--- src/rtl/pwm_tmr_pkg.sv ---
package pwm_tmr_pkg;

  // register map (byte addresses; software-visible, so fixed)
  localparam logic [7:0] OFS_INFO    = 8'h04;
  localparam logic [7:0] OFS_GLOBAL  = 8'h08;
  localparam logic [7:0] OFS_CTRL    = 8'h10;
  localparam logic [7:0] OFS_COUNT   = 8'h14;
  localparam logic [7:0] OFS_PERIOD  = 8'h18;
  localparam int         CH_BASE     = 32;   // channel 0 control
  localparam int         CH_STRIDE   = 8;
  localparam int         CH_CMP_OFS  = 4;    // compare sits after control

  // channel output select
  typedef enum logic [1:0] {
    SEL_OFF   = 2'b00,
    SEL_INV   = 2'b01,
    SEL_NORM  = 2'b10,
    SEL_OFF_B = 2'b11
  } out_sel_e;

  typedef struct packed {
    logic     flag;
    logic     edge_en;
    logic     spare;
    out_sel_e sel;
  } chan_cfg_t;

  function automatic logic [7:0] ch_ctl_addr(input int idx);
    return 8'(CH_BASE + CH_STRIDE * idx);
  endfunction

  function automatic logic [7:0] ch_cmp_addr(input int idx);
    return 8'(CH_BASE + CH_STRIDE * idx + CH_CMP_OFS);
  endfunction

endpackage

--- src/rtl/pwm_timebase.sv ---
module pwm_timebase #(
  parameter int CNT_W = 16,
  parameter int PS_W  = 3
) (
  input  logic             clk,
  input  logic             rst_n,
  input  logic [1:0]       mode,
  input  logic [PS_W-1:0]  ps,
  input  logic             clr,
  input  logic [CNT_W-1:0] top,
  output logic [CNT_W-1:0] cnt,
  output logic             wrap
);

  localparam int PRE_W = (1 << PS_W) - 1;

  logic [PRE_W-1:0] pre_q;
  logic [PRE_W-1:0] mask;
  logic             run;
  logic             tick;

  assign run  = (mode != 2'b00);
  assign mask = ~({PRE_W{1'b1}} << ps);
  assign tick = run && ((pre_q & mask) == mask);
  assign wrap = tick && (cnt >= top) && !clr;

  always_ff @(posedge clk or negedge rst_n) begin
    if (!rst_n) begin
      pre_q <= '0;
      cnt   <= '0;
    end else if (clr) begin
      pre_q <= '0;
      cnt   <= '0;
    end else begin
      pre_q <= run ? pre_q + 1'b1 : '0;
      if (tick) cnt <= wrap ? '0 : cnt + 1'b1;
    end
  end

  AST_WRAP_TO_ZERO: assert property (@(posedge clk) disable iff (!rst_n)
    wrap |=> (cnt == '0));
  AST_STOP_HOLDS: assert property (@(posedge clk) disable iff (!rst_n)
    (!run && !clr) |=> $stable(cnt));

endmodule

--- src/rtl/pwm_shadow.sv ---
module pwm_shadow #(
  parameter int             W    = 16,
  parameter logic [W-1:0]   INIT = '0
) (
  input  logic         clk,
  input  logic         rst_n,
  input  logic         wr,
  input  logic [W-1:0] wdata,
  input  logic         running,
  input  logic         load,
  output logic [W-1:0] act
);

  logic [W-1:0] shadow_q;

  always_ff @(posedge clk or negedge rst_n) begin
    if (!rst_n) begin
      shadow_q <= INIT;
      act      <= INIT;
    end else begin
      if (wr) shadow_q <= wdata;
      if (wr && (!running || load)) act <= wdata;
      else if (load)                act <= shadow_q;
    end
  end

  AST_IDLE_WRITE_NOW: assert property (@(posedge clk) disable iff (!rst_n)
    (wr && !running) |=> (act == $past(wdata)));
  AST_RUN_WRITE_HELD: assert property (@(posedge clk) disable iff (!rst_n)
    (wr && running && !load) |=> $stable(act));

endmodule

--- src/rtl/pwm_channel.sv ---
module pwm_channel
  import pwm_tmr_pkg::*;
#(
  parameter int CNT_W = 16
) (
  input  logic             clk,
  input  logic             rst_n,
  input  logic             cfg_wr,
  input  logic [7:0]       cfg_wdata,
  input  logic             wrap,
  input  logic [CNT_W-1:0] cnt,
  input  logic [CNT_W-1:0] cmp,
  output logic [7:0]       cfg_rd,
  output logic             pwm
);

  chan_cfg_t cfg;
  logic      en;
  logic      below;

  assign en    = cfg.edge_en && (cfg.sel == SEL_NORM || cfg.sel == SEL_INV);
  assign below = (cnt < cmp);
  assign pwm   = en && ((cfg.sel == SEL_NORM) ? below : !below);
  assign cfg_rd = {cfg.flag, 1'b0, cfg.edge_en, cfg.spare, cfg.sel, 2'b00};

  always_ff @(posedge clk or negedge rst_n) begin
    if (!rst_n) begin
      cfg <= '0;
    end else begin
      if (cfg_wr) begin
        cfg.edge_en <= cfg_wdata[5];
        cfg.spare   <= cfg_wdata[4];
        cfg.sel     <= out_sel_e'(cfg_wdata[3:2]);
      end
      if (wrap && en)                   cfg.flag <= 1'b1;
      else if (cfg_wr && cfg_wdata[7])  cfg.flag <= 1'b0;
    end
  end

  AST_FLAG_ON_WRAP: assert property (@(posedge clk) disable iff (!rst_n)
    (wrap && en) |=> cfg_rd[7]);
  AST_FLAG_STICKY: assert property (@(posedge clk) disable iff (!rst_n)
    (cfg_rd[7] && !(cfg_wr && cfg_wdata[7])) |=> cfg_rd[7]);
  AST_ZERO_CMP_LOW: assert property (@(posedge clk) disable iff (!rst_n)
    (cmp == '0 && cfg.sel == SEL_NORM) |-> !pwm);

endmodule

--- src/rtl/pwm_shared_timer.sv ---
module pwm_shared_timer
  import pwm_tmr_pkg::*;
#(
  parameter int N_CH  = 4,
  parameter int CNT_W = 16,
  parameter int PS_W  = 3   // field sits in control bits [PS_W-1:0], PS_W <= 3
) (
  input  logic            clk,
  input  logic            rst_n,
  input  logic            bus_sel,
  input  logic            bus_wr,
  input  logic [7:0]      bus_addr,
  input  logic [31:0]     bus_wdata,
  output logic [31:0]     bus_rdata,
  output logic [N_CH-1:0] pwm_out
);

  localparam logic [CNT_W-1:0] PERIOD_INIT = '1;

  logic             wr_hit;
  logic [1:0]       mode_q;
  logic [PS_W-1:0]  ps_q;
  logic             running;
  logic [CNT_W-1:0] cnt;
  logic             wrap;
  logic [CNT_W-1:0] per_act;
  logic [CNT_W-1:0] cmp_act [N_CH];
  logic [7:0]       cfg_rd  [N_CH];

  assign wr_hit  = bus_sel && bus_wr;
  assign running = (mode_q != 2'b00);

  // control register: prescale and run mode; centre-aligned bit not stored
  always_ff @(posedge clk or negedge rst_n) begin
    if (!rst_n) begin
      mode_q <= '0;
      ps_q   <= '0;
    end else if (wr_hit && bus_addr == OFS_CTRL) begin
      mode_q <= bus_wdata[4:3];
      ps_q   <= bus_wdata[PS_W-1:0];
    end
  end

  pwm_timebase #(.CNT_W(CNT_W), .PS_W(PS_W)) u_base (
    .clk  (clk),
    .rst_n(rst_n),
    .mode (mode_q),
    .ps   (ps_q),
    .clr  (wr_hit && bus_addr == OFS_COUNT),
    .top  (per_act),
    .cnt  (cnt),
    .wrap (wrap)
  );

  pwm_shadow #(.W(CNT_W), .INIT(PERIOD_INIT)) u_period (
    .clk    (clk),
    .rst_n  (rst_n),
    .wr     (wr_hit && bus_addr == OFS_PERIOD),
    .wdata  (bus_wdata[CNT_W-1:0]),
    .running(running),
    .load   (wrap),
    .act    (per_act)
  );

  for (genvar i = 0; i < N_CH; i++) begin : g_ch
    localparam logic [7:0] CTL_A = ch_ctl_addr(i);
    localparam logic [7:0] CMP_A = ch_cmp_addr(i);

    pwm_shadow #(.W(CNT_W), .INIT('0)) u_cmp (
      .clk    (clk),
      .rst_n  (rst_n),
      .wr     (wr_hit && bus_addr == CMP_A),
      .wdata  (bus_wdata[CNT_W-1:0]),
      .running(running),
      .load   (wrap),
      .act    (cmp_act[i])
    );

    pwm_channel #(.CNT_W(CNT_W)) u_chan (
      .clk      (clk),
      .rst_n    (rst_n),
      .cfg_wr   (wr_hit && bus_addr == CTL_A),
      .cfg_wdata(bus_wdata[7:0]),
      .wrap     (wrap),
      .cnt      (cnt),
      .cmp      (cmp_act[i]),
      .cfg_rd   (cfg_rd[i]),
      .pwm      (pwm_out[i])
    );
  end

  // read mux
  always_comb begin
    bus_rdata = '0;
    case (bus_addr)
      OFS_INFO:   bus_rdata[7:0] = 8'(N_CH);
      OFS_CTRL: begin
        bus_rdata[4:3]      = mode_q;
        bus_rdata[PS_W-1:0] = ps_q;
      end
      OFS_COUNT:  bus_rdata[CNT_W-1:0] = cnt;
      OFS_PERIOD: bus_rdata[CNT_W-1:0] = per_act;
      default: ;
    endcase
    for (int i = 0; i < N_CH; i++) begin
      if (bus_addr == ch_ctl_addr(i)) bus_rdata[7:0]       = cfg_rd[i];
      if (bus_addr == ch_cmp_addr(i)) bus_rdata[CNT_W-1:0] = cmp_act[i];
    end
  end

  AST_INFO_CONST: assert property (@(posedge clk) disable iff (!rst_n)
    (bus_addr == OFS_INFO) |-> (bus_rdata == 32'(N_CH)));

endmodule

--- config.mk ---
export PLATFORM = sky130hd
export DESIGN_NAME = pwm_shared_timer
export DESIGN_NICKNAME = d
export VERILOG_FILES = /design/src/rtl/pwm_tmr_pkg.sv /design/src/rtl/pwm_timebase.sv /design/src/rtl/pwm_shadow.sv /design/src/rtl/pwm_channel.sv /design/src/rtl/pwm_shared_timer.sv
export SDC_FILE = /design/constraint.sdc
export NUM_CORES = 1
export LEC_CHECK = 0
export ABC_AREA = 1
export BUFFER_PORTS_ARGS = -buffer_cell sky130_fd_sc_hd__buf_4
export CORE_AREA = 2 2 193 195
export CTS_CLUSTER_DIAMETER = 60
export DETAILED_ROUTE_END_ITERATION = 6
export DIE_AREA = 0 0 195 197
export SYNTH_ARGS = -nofsm -noshare
export SYNTH_HDL_FRONTEND = slang
export SYNTH_SLANG_ARGS = --single-unit
--- constraint.sdc ---
create_clock -name clk -period 2.4 [get_ports clk]
set_input_delay 0.48 -clock clk [delete_from_list [all_inputs] [get_ports clk]]
set_output_delay 0.48 -clock clk [all_outputs]
set_load 0.005 [all_outputs]
==> run_results.csv, run 1 <==
group,metric,value,unit
status,outcome,"finished with violations",
status,violations,"negative setup slack",
yosys,synth_flop_cell,"dfrtp_1",
clocking,clkTransAtPathRegs,0.06,ns
global_route,grt_pass1_wl,63300,um
yosys,synth_top_area_frac,0.362,
global_route,overflow,0,
critical_path,critPathMaxFanout,5,
placement,hpwl,28500,um
yosys,synth.most_common_cell,"nand2_1",
clocking,clk_latency,0.54,ns
critical_path,crit_path_start_kind,"flip-flop",
die,std_cell_rows,70,
detailed_routing,wirelength,43700,um
timing,finalSetupViolCount,105,
critical_path,worstReg2RegStart,"u_base.cnt[2]",
critical_path,regToRegEndpoint,"u_base.cnt[9]",
die,ios,80,
critical_path,crit_type,"flip-flop to primary output",
clocking,root_buffer,"clkbuf_16",
die,initial_utilization,0.335,
placement,io_buffer_count,47,
timing,setup_tns,-9.62,ns
detailed_routing,drc,0,
power,clkPwrFrac,0.418,
critical_path,cp.arrival,2.34,ns
timing,grt_setup_unrepaired,"yes",
placement,place_congestion,0.932,
layout,area_growth,39.5,%
timing,fin_crit_sh,1.18,
global_route,antenna_found_initial,0,
placement,dpl-instance-area,13800,um^2
detailed_routing,dr.pass1.iters,5,
yosys,ys_types,42,
yosys,yosys_warnings,0,
placement,dp.cells,2101,
layout,finalNetCount,1848,
detailed_routing,vias,11750,
min_path,hp-class,"input pin to flip-flop",
timing,hold_viol,0,
die,die_area,38400,um^2
yosys,netlist_area,12200,um^2
critical_path,worstSetupStartpoint,"u_base.cnt[3]",
power,swShare,0.299,
power,pwr-share-seq,0.391,
yosys,yosys.area.top_type,"dfrtp_1",
yosys,synthCells,1541,
layout,drive_gt1_frac,0.320,
layout,final-seq-area,5260,um^2
yosys,ys_async_sr_fraction,1.00,
yosys,synth_top_cells_by_count,"473 x nand2_1, 176 x dfrtp_1, 172 x inv_1, 110 x nand3_1, 105 x o21ai_0",
power,p_int,6.98,mW
layout,antenna_cells,0,
layout,post-route-cell-area,17000,um^2
power,p_leak,8.06,nW
die,die_height,197,um
layout,post-route-util,0.468,
detailed_routing,post_drt_wl_per_cell,19.8,um
timing,max_slew_margin,0.557,
global_route,grt_max_degree,57,
layout,fill_cells,3381,
critical_path,crit_path_end_kind,"primary output",
yosys,ys_ff_latch,208,
critical_path,reg2reg_slack,-0.13,ns
yosys,synth_seq_area_share,0.431,
die,die_w,195,um
timing,finalMaxSlewViolations,0,
layout,final_cells,2209,
timing,holdWs,0.251,ns
critical_path,rr_worst_depth,18,
global_route,track_usage,0.211,
timing,fin_skew,0.0110,ns
flow_run,drv_cap,0,
clocking,clockBufferDepth,3,
power,powerDensity,587,nW/um^2
clocking,clock_sinks,208,
yosys,avgSynthCellArea,7.89,um^2
detailed_routing,drt.antenna.violating_nets,0,
placement,dpl_worst_slack,-0.0836,ns
global_route,first_global_vias,11132,
clocking,cts_tree,"done",
timing,max_freq,354,MHz
power,p_switching,2.98,mW
detailed_routing,drt_iter0_drc,893,
power,combPwrFrac,0.191,
yosys,synth-edff-count,0,
critical_path,cp-endpoint,"pwm_out[1]",
layout,multi_input_area,7230,um^2
power,vdd_drop_max,0.498,mV
timing,period_needed,2.82,ns
yosys,synth.top_cells.by_area,"dfrtp_1 36%, nand2_1 15%, ha_1 8.4%",
timing,worstMarginPinSlew,0.663,ns
clocking,cts_made_buffers,26,
critical_path,required,1.92,ns
clocking,htree_levels,1,
timing,fin_ws,-0.423,ns
die,core,36300,um^2
power,power.total,9.95,mW
detailed_routing,vias_per_cell,5.32,
==> worst min path at each step <==
stage | from | cells past startpoint | slack [ns] | to
floorplan | rst_n | 0 | 0.18 | g_ch[0].u_chan.cfg_rd[2]
global placement | rst_n | 1 | 0.44 | g_ch[1].u_cmp.shadow_q[8]
detailed placement | rst_n | 1 | 0.45 | g_ch[1].u_cmp.shadow_q[8]
CTS | bus_wdata[14] | 3 | 0.23 | u_period.shadow_q[14]
global route | bus_wdata[15] | 3 | 0.26 | u_period.shadow_q[15]
finish | bus_wdata[14] | 3 | 0.25 | u_period.shadow_q[14]
==> power groups by stage <==
stage | sequential (mW) | combinational [mW] | clock, mW
floorplan | 3.90 | 0.771 | 0
global placement | 3.93 | 1.30 | 0
detailed placement | 3.94 | 1.33 | 0
CTS | 3.88 | 1.45 | 4.20
global route | 3.91 | 2.07 | 4.34
finish | 3.89 | 1.91 | 4.16
==> final cells by class <==
class / count / share of cell area
repair inverters: 1 / 0.000516
flip-flops and latches: 208 / 0.310
well taps: 468 / 0.0345
clock inverters: 12 / 0.00900
repair buffers: 209 / 0.132
clock buffers: 35 / 0.0439
multi-input cells: 1093 / 0.426
inverters: 183 / 0.0438
==> worst max-delay path, stage by stage, from the launching register on <==
cell and delay (ns):
dfrtp_2 0.52, ha_4 0.31, nand2_1 0.04, o21ai_1 0.15
buf_4 0.15, nand2_1 0.06, nand3_2 0.08, nand3_4 0.09
nand3_2 0.10, nand2_2 0.06, nor2_4 0.14, buf_6 0.11
==> cells in the final DEF, fill, tap and decap left out, types with 15 or more instances in the layout <==
cell type | Yosys | final
nand2_1 | 473 | 438
dfrtp_1 | 176 | 167
inv_1 | 172 | 148
buf_4 | 30 | 126
o21ai_0 | 105 | 86
o211ai_1 | 68 | 68
nand3_1 | 110 | 60
ha_1 | 82 | 58
nand3_2 | 0 | 45
buf_6 | 3 | 41
clkbuf_16 | 0 | 35
o21ai_1 | 27 | 34
a21oi_1 | 63 | 33
dfstp_2 | 32 | 32
nand2_2 | 10 | 31
nor2_1 | 49 | 31
a21oi_2 | 1 | 28
ha_4 | 0 | 24
buf_12 | 0 | 24
inv_2 | 8 | 20
xor2_1 | 17 | 17
conb_1 | 1 | 16
nor2_4 | 6 | 15
==> layer usage <==
metal  part of all wire  GRT usage
met5                  0          0
met4              0.049     0.0851
met3              0.067     0.0306
met2               0.45      0.330
met1               0.43      0.293
==> repair_timing <==
| action | 4_1_cts | 5_1_grt |
|---|---|---|
| cloned | 1 | 15 |
| hold buffers | 1 | 0 |
| gates resized for setup | 120 | 264 |
| endpoints found under the hold margin | 40 | 0 |
| pin swaps | 24 | 69 |
| setup buffers | 13 | 37 |
| endpoints found under the setup margin | 20 | 102 |
==> cell families (layout without fill, tap and decap cells) <==
group                      count (synthesis)  count (layout)  share of synthesized area
adders and majority gates                 82              82                     0.0844
DFF                                      208             208                      0.431
xor gates and xnor gates                  18              18                     0.0130
buffers and inverters                    256             440                     0.0921
AOI/OAI and AO/OA                        294             294                      0.142
and+or+nand+nor                          682             683                      0.237
other                                      1              16                   0.000308
==> flip-flops by register name (all words and copies together), names as in the netlist <==
signal,flops
ps_q,3
u_period.act,16
mode_q,2
g_ch.u_cmp.act,64
g_ch.u_chan.cfg_rd,20
g_ch.u_cmp.shadow_q,64
u_period.shadow_q,16
u_base.pre_q,7
u_base.cnt,16
No activity file was read; power rests on OpenSTA's default activity.
==> run 2: changes to the inputs <==
clock period = 2.95 ns   (was 2.4 ns; I/O delays follow)
==> run 2 against run 1 <==
  * The flow now finishes without violations
  * Clock-buffer cell count down 3
  * Worst hold slack worse by 0.22 ns
  * Sequential share of layout area up 6.1 points
  * Combinational power down 43%
  * Global-route usage down 0.95 points
  * Total power down 23%
  * Die area unchanged
  * Final cell count down 5.5%
  * Core utilization down 7.6 points
  * Clock skew up 0.0073 ns
  * Register-to-register slack better by 0.46 ns
  * Critical path type unchanged
  * Highest routed layer unchanged
==> run_results.csv, run 2 (synthesis gave the netlist of run 1 again) <==
group,metric,value,unit
clocking,clockBufferDepth,3,
timing,max_freq,340,MHz
critical_path,crit_type,"flip-flop to primary output",
power,powerDensity,538,nW/um^2
detailed_routing,met2_wirelength,17600,um
die,die_area,38400,um^2
timing,period_needed,2.94,ns
critical_path,crit_path_start_kind,"flip-flop",
timing,grt_setup_unrepaired,"yes",
clocking,clock_sinks,208,
power,combPwrFrac,0.142,
status,outcome,"completed",
critical_path,rr_worst_depth,12,
critical_path,worstReg2RegStart,"u_base.cnt[3]",
clocking,clk_latency,0.53,ns
die,ios,80,
placement,hpwl,27500,um
power,swShare,0.282,
timing,max_slew_margin,0.465,
power,p_int,5.49,mW
timing,holdWs,0.0261,ns
die,die_w,195,um
critical_path,worstSetupStartpoint,"u_base.cnt[9]",
timing,fin_crit_sh,0.996,
detailed_routing,dr.pass1.iters,6,
min_path,hp-class,"input pin to asynchronous set/reset pin",
timing,finalMaxSlewViolations,0,
detailed_routing,drt.antenna.violating_nets,0,
critical_path,required,2.36,ns
timing,fin_skew,0.0183,ns
layout,final_cell_mix,"472 x nand2_1, 172 x inv_1, 161 x dfrtp_1, 106 x nand3_1, 105 x o21ai_0",
power,pwr-share-seq,0.414,
global_route,track_usage,0.201,
die,core,36300,um^2
layout,area_growth,16.7,%
detailed_routing,vias,10818,
placement,io_buffer_count,47,
layout,drive_gt1_frac,0.145,
detailed_routing,wirelength,38500,um
global_route,grt_pass1_wl,60400,um
power,vdd_drop_max,0.377,mV
global_route,overflow,0,
die,initial_utilization,0.335,
critical_path,crit_path_end_kind,"primary output",
die,die_height,197,um
timing,finalSetupViolCount,0,
clocking,root_buffer,"clkbuf_16",
clocking,cts_tree,"done",
detailed_routing,drc,0,
critical_path,cp.arrival,2.35,ns
detailed_routing,drt_iter0_drc,805,
power,p_leak,6.96,nW
critical_path,critPathMaxFanout,10,
global_route,antenna_found_initial,0,
detailed_routing,wl_met1,17400,um
timing,setup_tns,0,ns
clocking,htree_levels,1,
layout,antenna_cells,0,
clocking,clkTransAtPathRegs,0.06,ns
detailed_routing,maxUsedRoutingLayer,"met4",
flow_run,drv_cap,0,
global_route,grt_max_degree,76,
placement,place_congestion,0.916,
detailed_routing,dr_wl_met3,2250,um
die,std_cell_rows,70,
detailed_routing,vias_per_cell,5.18,
layout,final_common_cell,"nand2_1",
power,clkPwrFrac,0.444,
detailed_routing,post_drt_wl_per_cell,18.4,um
timing,hold_viol,0,
timing,worstMarginPinSlew,0.803,ns
power,p_switching,2.15,mW
layout,finalNetCount,1728,
clocking,cts_made_buffers,25,
global_route,first_global_vias,10587,
run 2: cell count changes in the layout (fill, tap and decap cells not counted), sizes merged:
| cell | delta |
|---|---|
| buf | -108 |
| bufinv | +1 |
| clkbuf | -11 |
| clkinv | +2 |
| dlygate4sd3 | -1 |
| inv | -3 |
| nor2 | -1 |
run 2: layout make-up:
class / instances / area (um^2)
clock buffer: 32 / 723
clock inverter: 13 / 189
fill: 3734 / 22100
inverter: 183 / 693
multi-input combinational: 1092 / 5960
sequential: 208 / 5260
tap: 468 / 586
timing repair buffer: 92 / 786
run 2: metrics by stage:
step                utilization  area, um^2  setup WS [ns]  cells  total power, mW
floorplan                     -       12200          0.640   1556             3.80
global placement          0.361       13100         0.0192   2036             4.19
detailed placement        0.361       13100         0.0364   2036             4.22
CTS                       0.389       14100       0.000424   2084             7.65
global route              0.392       14200        -0.0927   2088             7.95
finish                    0.392       14200         0.0120   2088             7.64
run 2: power by group through the flow:
stage | combinational [mW] | clock, mW | sequential, mW
after floorplan | 0.627 | 0 | 3.17
after global placement | 0.987 | 0 | 3.20
after detailed placement | 1.01 | 0 | 3.21
after CTS | 1.05 | 3.43 | 3.16
after global routing | 1.22 | 3.55 | 3.18
final | 1.08 | 3.40 | 3.16
run 2: final timing paths:
check	endpoint	slack, ns
setup / recovery	pwm_out[0]	0.01
hold / removal	g_ch[1].u_cmp.shadow_q[8]	0.03
setup reg to reg	g_ch[2].u_cmp.act[8]	0.33
hold reg to reg	g_ch[2].u_cmp.shadow_q[5]	0.47
max in group asynchronous	u_period.act[3]	2.04
min in group clk	u_period.shadow_q[12]	0.37
run 2: routing by layer:
metal	vias up	track usage
met2	344	0.328
li1	5187	-
met5	-	0
met1	5219	0.281
met4	0	0.0614
met3	68	0.0243
run 2: repair_timing:
action,in CTS,in global routing
endpoints found under the setup margin,4,12
pin swaps,0,1
hold buffers,0,0
endpoints found under the hold margin,0,0
gates resized for setup,24,12
setup buffers,3,4
run 2: critical path, stage by stage, from the launching register on:
cell	delay [ns]
dfrtp_2	0.53
ha_1	0.36
a21oi_1	0.15
o31ai_1	0.10
a21oi_2	0.33
nand3_1	0.12
nand2_1	0.07
nor2_1	0.04
buf_4	0.13
